<file path="src/rtl/mdio_pkg.sv">
package mdio_pkg;
   localparam logic [1:0] START_PAT = 2'b01;
   localparam logic [1:0] OPC_READ  = 2'b10;
   localparam logic [1:0] OPC_WRITE = 2'b01;
   localparam logic [1:0] TURN_WR   = 2'b10;

   typedef enum logic [1:0] {
      ST_IDLE  = 2'd0,
      ST_SHIFT = 2'd1,
      ST_TAIL  = 2'd2
   } mdio_state_e;

   function automatic int frame_bits(input int pre, input int aw, input int dw);
      return pre + 4 + 2 * aw + 2 + dw;
   endfunction
endpackage

</file>
<file path="src/rtl/mdio_clkgen.sv">
module mdio_clkgen #(
   parameter int DIV_W = 8
) (
   input  logic             clk,
   input  logic             rst_n,
   input  logic             run,
   input  logic             clear,
   input  logic [DIV_W-1:0] div,
   output logic             mdc,
   output logic             rise,
   output logic             fall
);
   logic [DIV_W-1:0] cnt;
   logic [DIV_W-1:0] limit;
   logic             wrap;

   assign limit = (div == '0) ? DIV_W'(1) : div;
   assign wrap  = run && (cnt == limit);
   assign rise  = wrap && !mdc;
   assign fall  = wrap && mdc;

   always_ff @(posedge clk or negedge rst_n) begin
      if (!rst_n) begin
         cnt <= '0;
         mdc <= 1'b0;
      end else if (clear || !run) begin
         cnt <= '0;
         mdc <= 1'b0;
      end else if (wrap) begin
         cnt <= '0;
         mdc <= ~mdc;
      end else begin
         cnt <= cnt + 1'b1;
      end
   end
endmodule

</file>
<file path="src/rtl/mdio_shifter.sv">
module mdio_shifter #(
   parameter int FRAME_LEN = 64,
   parameter int REL_IDX   = 46
) (
   input  logic                 clk,
   input  logic                 rst_n,
   input  logic                 load,
   input  logic [FRAME_LEN-1:0] frame_in,
   input  logic                 adv,
   input  logic                 active,
   input  logic                 is_read,
   output logic [$clog2(FRAME_LEN)-1:0] idx,
   output logic                 last,
   output logic                 line_o,
   output logic                 line_oe
);
   localparam int IDX_W = $clog2(FRAME_LEN);

   logic [FRAME_LEN-1:0] sreg;

   assign last = (idx == IDX_W'(FRAME_LEN - 1));

   always_ff @(posedge clk or negedge rst_n) begin
      if (!rst_n) begin
         sreg <= '1;
         idx  <= '0;
      end else if (load) begin
         sreg <= frame_in;
         idx  <= '0;
      end else if (adv && !last) begin
         sreg <= {sreg[FRAME_LEN-2:0], 1'b1};
         idx  <= idx + 1'b1;
      end
   end

   // Output stage lags the shift register by one clock: launch margin after MDC rise.
   always_ff @(posedge clk or negedge rst_n) begin
      if (!rst_n) begin
         line_o  <= 1'b1;
         line_oe <= 1'b0;
      end else begin
         line_o  <= active ? sreg[FRAME_LEN-1] : 1'b1;
         line_oe <= active && (!is_read || (idx < IDX_W'(REL_IDX)));
      end
   end
endmodule

</file>
<file path="src/rtl/mdio_capture.sv">
module mdio_capture #(
   parameter int FRAME_LEN = 64,
   parameter int DATA_W    = 16,
   parameter int TA_IDX    = 47
) (
   input  logic                         clk,
   input  logic                         rst_n,
   input  logic                         sample,
   input  logic [$clog2(FRAME_LEN)-1:0] idx,
   input  logic                         line_i,
   input  logic                         commit,
   output logic [DATA_W-1:0]            word,
   output logic                         ta_high
);
   localparam int IDX_W = $clog2(FRAME_LEN);

   logic [DATA_W-1:0] shreg;

   always_ff @(posedge clk or negedge rst_n) begin
      if (!rst_n) begin
         shreg   <= '0;
         ta_high <= 1'b0;
      end else if (sample) begin
         if (idx == IDX_W'(TA_IDX)) ta_high <= line_i;
         if (idx >  IDX_W'(TA_IDX)) shreg   <= {shreg[DATA_W-2:0], line_i};
      end
   end

   always_ff @(posedge clk or negedge rst_n) begin
      if (!rst_n)      word <= '0;
      else if (commit) word <= shreg;
   end
endmodule

</file>
<file path="src/rtl/mdio_master.sv">
module mdio_master #(
   parameter int PRE_LEN = 32,
   parameter int ADDR_W  = 5,
   parameter int DATA_W  = 16,
   parameter int DIV_W   = 8
) (
   input  logic              clk,
   input  logic              rst_n,
   input  logic [DIV_W-1:0]  clk_div,
   input  logic              start,
   input  logic              op_read,
   input  logic [ADDR_W-1:0] phy_addr,
   input  logic [ADDR_W-1:0] reg_addr,
   input  logic [DATA_W-1:0] wdata,
   output logic              busy,
   output logic              done,
   output logic              no_resp,
   output logic [DATA_W-1:0] rdata,
   output logic              mdc,
   output logic              mdio_o,
   output logic              mdio_oe,
   input  logic              mdio_i
);
   import mdio_pkg::*;

   localparam int FRAME_LEN = frame_bits(PRE_LEN, ADDR_W, DATA_W);
   localparam int IDX_W     = $clog2(FRAME_LEN);
   localparam int REL_IDX   = PRE_LEN + 4 + 2 * ADDR_W;
   localparam int TA_IDX    = REL_IDX + 1;

   if (PRE_LEN < 1) begin : g_bad_pre
      $error("PRE_LEN must be at least 1");
   end
   if (ADDR_W < 1) begin : g_bad_addr
      $error("ADDR_W must be at least 1");
   end
   if (DATA_W < 2) begin : g_bad_data
      $error("DATA_W must be at least 2");
   end
   if (DIV_W < 2) begin : g_bad_div
      $error("DIV_W must be at least 2");
   end

   mdio_state_e          state;
   logic                 rd_q;
   logic                 accept;
   logic                 rise, fall;
   logic                 last;
   logic [IDX_W-1:0]     idx;
   logic                 ta_high;
   logic                 finish;
   logic [FRAME_LEN-1:0] frame;

   assign busy   = (state != ST_IDLE);
   assign accept = (state == ST_IDLE) && start;
   assign finish = (state == ST_TAIL) && fall;

   assign frame = {{PRE_LEN{1'b1}}, START_PAT,
                   op_read ? OPC_READ : OPC_WRITE,
                   phy_addr, reg_addr,
                   op_read ? 2'b11 : TURN_WR,
                   op_read ? {DATA_W{1'b1}} : wdata};

   always_ff @(posedge clk or negedge rst_n) begin
      if (!rst_n) begin
         state   <= ST_IDLE;
         rd_q    <= 1'b0;
         done    <= 1'b0;
         no_resp <= 1'b0;
      end else begin
         done    <= finish;
         no_resp <= finish && rd_q && ta_high;
         unique case (state)
            ST_IDLE: if (start) begin
               state <= ST_SHIFT;
               rd_q  <= op_read;
            end
            ST_SHIFT: if (rise && last) state <= ST_TAIL;
            ST_TAIL:  if (fall)         state <= ST_IDLE;
            default:                    state <= ST_IDLE;
         endcase
      end
   end

   mdio_clkgen #(.DIV_W(DIV_W)) u_clk (
      .clk   (clk),
      .rst_n (rst_n),
      .run   (busy),
      .clear (accept),
      .div   (clk_div),
      .mdc   (mdc),
      .rise  (rise),
      .fall  (fall)
   );

   mdio_shifter #(.FRAME_LEN(FRAME_LEN), .REL_IDX(REL_IDX)) u_shift (
      .clk      (clk),
      .rst_n    (rst_n),
      .load     (accept),
      .frame_in (frame),
      .adv      (rise && (state == ST_SHIFT)),
      .active   (busy),
      .is_read  (rd_q),
      .idx      (idx),
      .last     (last),
      .line_o   (mdio_o),
      .line_oe  (mdio_oe)
   );

   mdio_capture #(.FRAME_LEN(FRAME_LEN), .DATA_W(DATA_W), .TA_IDX(TA_IDX)) u_cap (
      .clk     (clk),
      .rst_n   (rst_n),
      .sample  (rise && rd_q && (state == ST_SHIFT)),
      .idx     (idx),
      .line_i  (mdio_i),
      .commit  (finish && rd_q),
      .word    (rdata),
      .ta_high (ta_high)
   );
endmodule

</file>
<file path="config.mk">
export PLATFORM = sky130hd
export DESIGN_NAME = mdio_master
export DESIGN_NICKNAME = d
export VERILOG_FILES = /design/src/rtl/mdio_pkg.sv /design/src/rtl/mdio_clkgen.sv /design/src/rtl/mdio_shifter.sv /design/src/rtl/mdio_capture.sv /design/src/rtl/mdio_master.sv
export SDC_FILE = /design/constraint.sdc
export NUM_CORES = 1
export LEC_CHECK = 0
export BUFFER_PORTS_ARGS = -buffer_cell sky130_fd_sc_hd__buf_2
export CAP_MARGIN = 15
export CORE_ASPECT_RATIO = 1.25
export CORE_MARGIN = 1
export CORE_UTILIZATION = 62
export DETAILED_ROUTE_END_ITERATION = 10
export PLACE_DENSITY = 0.81
export SYNTH_ARGS = -nofsm -noshare
export SYNTH_HDL_FRONTEND = slang
export SYNTH_SLANG_ARGS = --single-unit
export TNS_END_PERCENT = 1
</file>
<file path="constraint.sdc">
create_clock -name clk -period 5.8 [get_ports clk]
set_input_delay 0.58 -clock clk [delete_from_list [all_inputs] [get_ports clk]]
set_output_delay 0.58 -clock clk [all_outputs]
set_load 0.02 [all_outputs]
</file>
==> results summary <==
The leakage power summed over all cells is 2.77 nW. The total of cells resized after clock tree synthesis came out at 0. The register-to-register setup slack is 2.38 ns. The relative max-transition margin came out at 28.2%.

The biggest fanout along the worst timing path is 34. Setup repair after global routing left no endpoint under its margin. Once placement finished, the instance area stood at 5500 um^2.

Counting distinct cell types in the post-synthesis netlist gives 40. The latest clock arrival within the worst-skew pair is 0.52 ns. The wire length per cell after detailed routing came out at 16.6 um.

The violation count after the first detailed-route iteration came out at 237. The post-route netlist has 40.6% of its cells at a drive strength greater than 1. In this run the cell area of the synthesized design comes to 5140 um^2. The root buffer cell chosen for the clock tree is sky130_fd_sc_hd__clkbuf_8.

The worst setup margin is 2.38 ns. The main flop type after synthesis is sky130_fd_sc_hd__dfstp_2. Prior to clock tree synthesis, the placed netlist has a worst setup slack of 2.06 ns. The worst register-to-register path ends at u_shift.sreg[59]$_DFFE_PN1P_. On the critical path the largest part of the delay comes from simple AND/OR/NAND/NOR gates. The width of the die is 83.5 um. The total number of vias came out at 3,452. Row generation in the floorplan step produced 36 rows. The cell accounting for the most synthesized area is sky130_fd_sc_hd__dfstp_2. The setup path with the least slack is of type register to register. The number of H-tree branching levels came out at 4.

The final hold violation count was 0. The category of the worst setup path launch point is a register. The routed design could run at a clock period as short as 3.42 ns.

0 antenna diodes ended up in the layout. STA classifies the critical path endpoint as a register. The wire length of the first global-routing pass is 16,400 um. The startpoint of the worst-slack reg-to-reg timing path is u_clk.cnt[0]$_DFF_PN0_. The share of the clock period used by the worst path is 59.0%. The synthesis-to-finish area growth is 19.5%. The remaining antenna violation count after routing is 0. Overall power consumption after layout is estimated at 2.65 mW. The post-synthesis area per instance is 12.2 um^2. The final total negative setup slack came out at 0 ns.

Global routing finished with a remaining overflow of 0. Walking the worst path, the cells encountered are nor2b_1 > a221o_1 > a2111o_1 > nor2_4 > buf_4 > mux2i_1. Synthesis handed over a netlist of 420 instances. After floorplanning, the core was sized to cover 7930 um^2. After detailed placement, the design holds a cell count of 555. The Yosys step of the flow raised 0 warnings.

The standard cell with the maximum stage delay on the critical path is sky130_fd_sc_hd__nor2_4. The final non-filler cell total is 588. The number of flip-flops and latches in the synthesized netlist came out at 119.

The max-slew violation count is 0. The upper clock frequency limit is 0.292 GHz. In the global route stage, overall resource usage came out at 24.2%.

The total non-filler cell area in the finished layout is 6140 um^2. Across the run, the number of max-cap violations was 0. The worst ir drop on vdd is 0.279 mV. The worst-case clock buffer depth came out at 2. After clock tree synthesis, the clock-pin slew on the worst setup and hold paths is 0.06 ns. The final hold slack is 0.0924 ns. Setup violations remaining at the end of the flow were counted as 0.

Sequential elements use 59.5% of the synthesized area. The estimated wirelength of the detail-placed design is 5880 um. Sorting the synthesized cells by area gives the leading types as sky130_fd_sc_hd__dfstp_2 33%, sky130_fd_sc_hd__dfrtp_1 26%, sky130_fd_sc_hd__mux2_2 7.2%.

For the worst flop-to-flop path, the logic depth is 6. The share of the core filled with cells in the final layout came out at 77.5%. The die span in y is 104 um. At the worst endpoint, the required time is 6.24 ns. For this run, the slowest stage of the critical path takes 0.94 ns. The final routed DRC violation total came out at 0. The setup fix buffers added after clock tree synthesis is 0. The power per unit of standard cell area is 431 nW/um^2. CTS saw 119 sinks.

The number of antenna violations at the first check in global routing is 0. The clock buffer count from CTS came out at 17. The transition time at the pin with the least slew margin came out at 1.08 ns. The count of hold-fix buffers inserted at cts came out at 0. The count of buffers added on input and output ports is 60. The total iterations of the first detailed-routing run is 4. The share of flip-flops with an asynchronous set or reset after synthesis came out at 100%. The flow ran to the end, and the final reports show no timing, DRC or antenna violations.

In this run, synthesis inferred 0 flip-flops with an integrated enable. TritonCTS built the clock tree. The net count after synthesis is 461. The buffering stage count on the worst path with inverters included came out at 1. The fill cell total of the finished layout is 499.

The tightest min-delay check is of the primary input to async pin type. Entering global routing, the biggest net connects 61 pins. The final wirelength came out at 9770 um. For this configuration, the core starts out at a cell density of 64.9%. The vias per cell came out at 5.87.

The arrival time at the worst endpoint came out at 3.86 ns. The number of nets in the layout came out at 521. The final weighted congestion in routability-driven placement is 0.844. The clock skew after layout came out at 0.00571 ns. The via count of the first global-routing pass is 3,521. The top cell type by area accounts for 33.2% of the synthesized area.

The die outline area came out at 8660 um^2. The I/O pin total came out at 61.
## power by group
| group | total (mW) | switching, mW | internal, mW |
|---|---|---|---|
| Clock | 1.11 | 0.362 | 0.749 |
| Sequential | 1.20 | 0.112 | 1.09 |
| Combinational | 0.335 | 0.165 | 0.169 |
## layout by cell type (no fill, tap or decap), types with 4 or more instances in the layout
master and n:
sky130_fd_sc_hd__nor2_1 77, sky130_fd_sc_hd__dfstp_2 65, sky130_fd_sc_hd__buf_2 59, sky130_fd_sc_hd__dfrtp_1 54
sky130_fd_sc_hd__mux2_2 33, sky130_fd_sc_hd__mux2i_1 32, sky130_fd_sc_hd__a221o_1 30, sky130_fd_sc_hd__and3_1 17
sky130_fd_sc_hd__clkbuf_16 16, sky130_fd_sc_hd__nand3_1 14, sky130_fd_sc_hd__xnor2_1 11, sky130_fd_sc_hd__o21ai_0 8
sky130_fd_sc_hd__inv_1 6, sky130_fd_sc_hd__nand2_1 6, sky130_fd_sc_hd__a21oi_1 6, sky130_fd_sc_hd__bufinv_16 5
sky130_fd_sc_hd__buf_4 5, sky130_fd_sc_hd__clkinvlp_4 4
## layer usage
layer / vias up / wire [um] / GRT usage, %
li1: 1625 / - / -
met1: 1721 / 4170 / 29.9
met2: 91 / 5040 / 39.6
met3: 15 / 418 / 7.97
met4: 0 / 139 / 9.20
met5: - / 0 / 0
## state kept, by name (all words and copies together), names as in the netlist
name             cells
no_resp              1
u_shift.idx          6
u_cap.word          16
u_shift.sreg        64
u_shift.line_o       1
u_shift.line_oe      1
done                 1
u_cap.shreg         16
rd_q                 1
u_cap.ta_high        1
state                2
u_clk.mdc            1
u_clk.cnt            8
## cells by family after synthesis
logic type / count (synthesis) / synth area share [%]
buffers and inverters: 30 / 2.46
muxes: 65 / 13.5
and+or+nand+nor: 136 / 12.5
adders and majority gates: 2 / 0.487
DFF: 119 / 59.5
AOI/OAI and AO/OA: 56 / 9.56
xor gates and xnor gates: 12 / 2.04
## cell type report
type                            instances  area (um^2)  area share (%)
Clock buffer                           19          432            7.03
Tap cell                               95          119            1.93
Clock inverter                         13          201            3.28
Sequential cell                       119         3060            49.8
Multi-Input combinational cell        271         1960            31.9
Inverter                                6         22.5           0.367
Timing Repair Buffer                   65          348            5.66
## synthesized netlist by cell type (6+ instances only)
master,count
sky130_fd_sc_hd__dfrtp_1,54
sky130_fd_sc_hd__nand3_1,14
sky130_fd_sc_hd__o21ai_0,8
sky130_fd_sc_hd__xnor2_1,11
sky130_fd_sc_hd__a221o_1,30
sky130_fd_sc_hd__dfstp_2,65
sky130_fd_sc_hd__inv_1,6
sky130_fd_sc_hd__clkbuf_1,18
sky130_fd_sc_hd__and3_1,17
sky130_fd_sc_hd__mux2i_1,32
sky130_fd_sc_hd__nand2_1,6
sky130_fd_sc_hd__nor2_1,78
sky130_fd_sc_hd__a21oi_1,6
sky130_fd_sc_hd__mux2_2,33
## worst reg2reg max path, stage by stage (launching register included)
cell and delay (ns):
sky130_fd_sc_hd__dfrtp_1 0.44, sky130_fd_sc_hd__nor2b_1 0.16, sky130_fd_sc_hd__a221o_1 0.31, sky130_fd_sc_hd__a2111o_1 0.73, sky130_fd_sc_hd__nor2_4 0.94, sky130_fd_sc_hd__buf_4 0.49, sky130_fd_sc_hd__mux2i_1 0.26
## worst max-delay path by stage
stage,from,end,slack (ns),cells after the start
CTS,u_clk.cnt[0]$_DFF_PN0_,u_shift.sreg[59]$_DFFE_PN1P_,2.39,6
finish,u_clk.cnt[0]$_DFF_PN0_,u_shift.sreg[59]$_DFFE_PN1P_,2.38,6
global placement,clk_div[1],u_shift.sreg[56]$_DFFE_PN1P_,2.20,7
detailed placement,clk_div[1],u_shift.sreg[59]$_DFFE_PN1P_,2.06,7
global route,u_clk.cnt[0]$_DFF_PN0_,u_shift.sreg[60]$_DFFE_PN1P_,2.20,6
floorplan,clk_div[1],u_cap.word[10]$_DFFE_PN0P_,3.17,6
(Power assumes the default switching activity.)
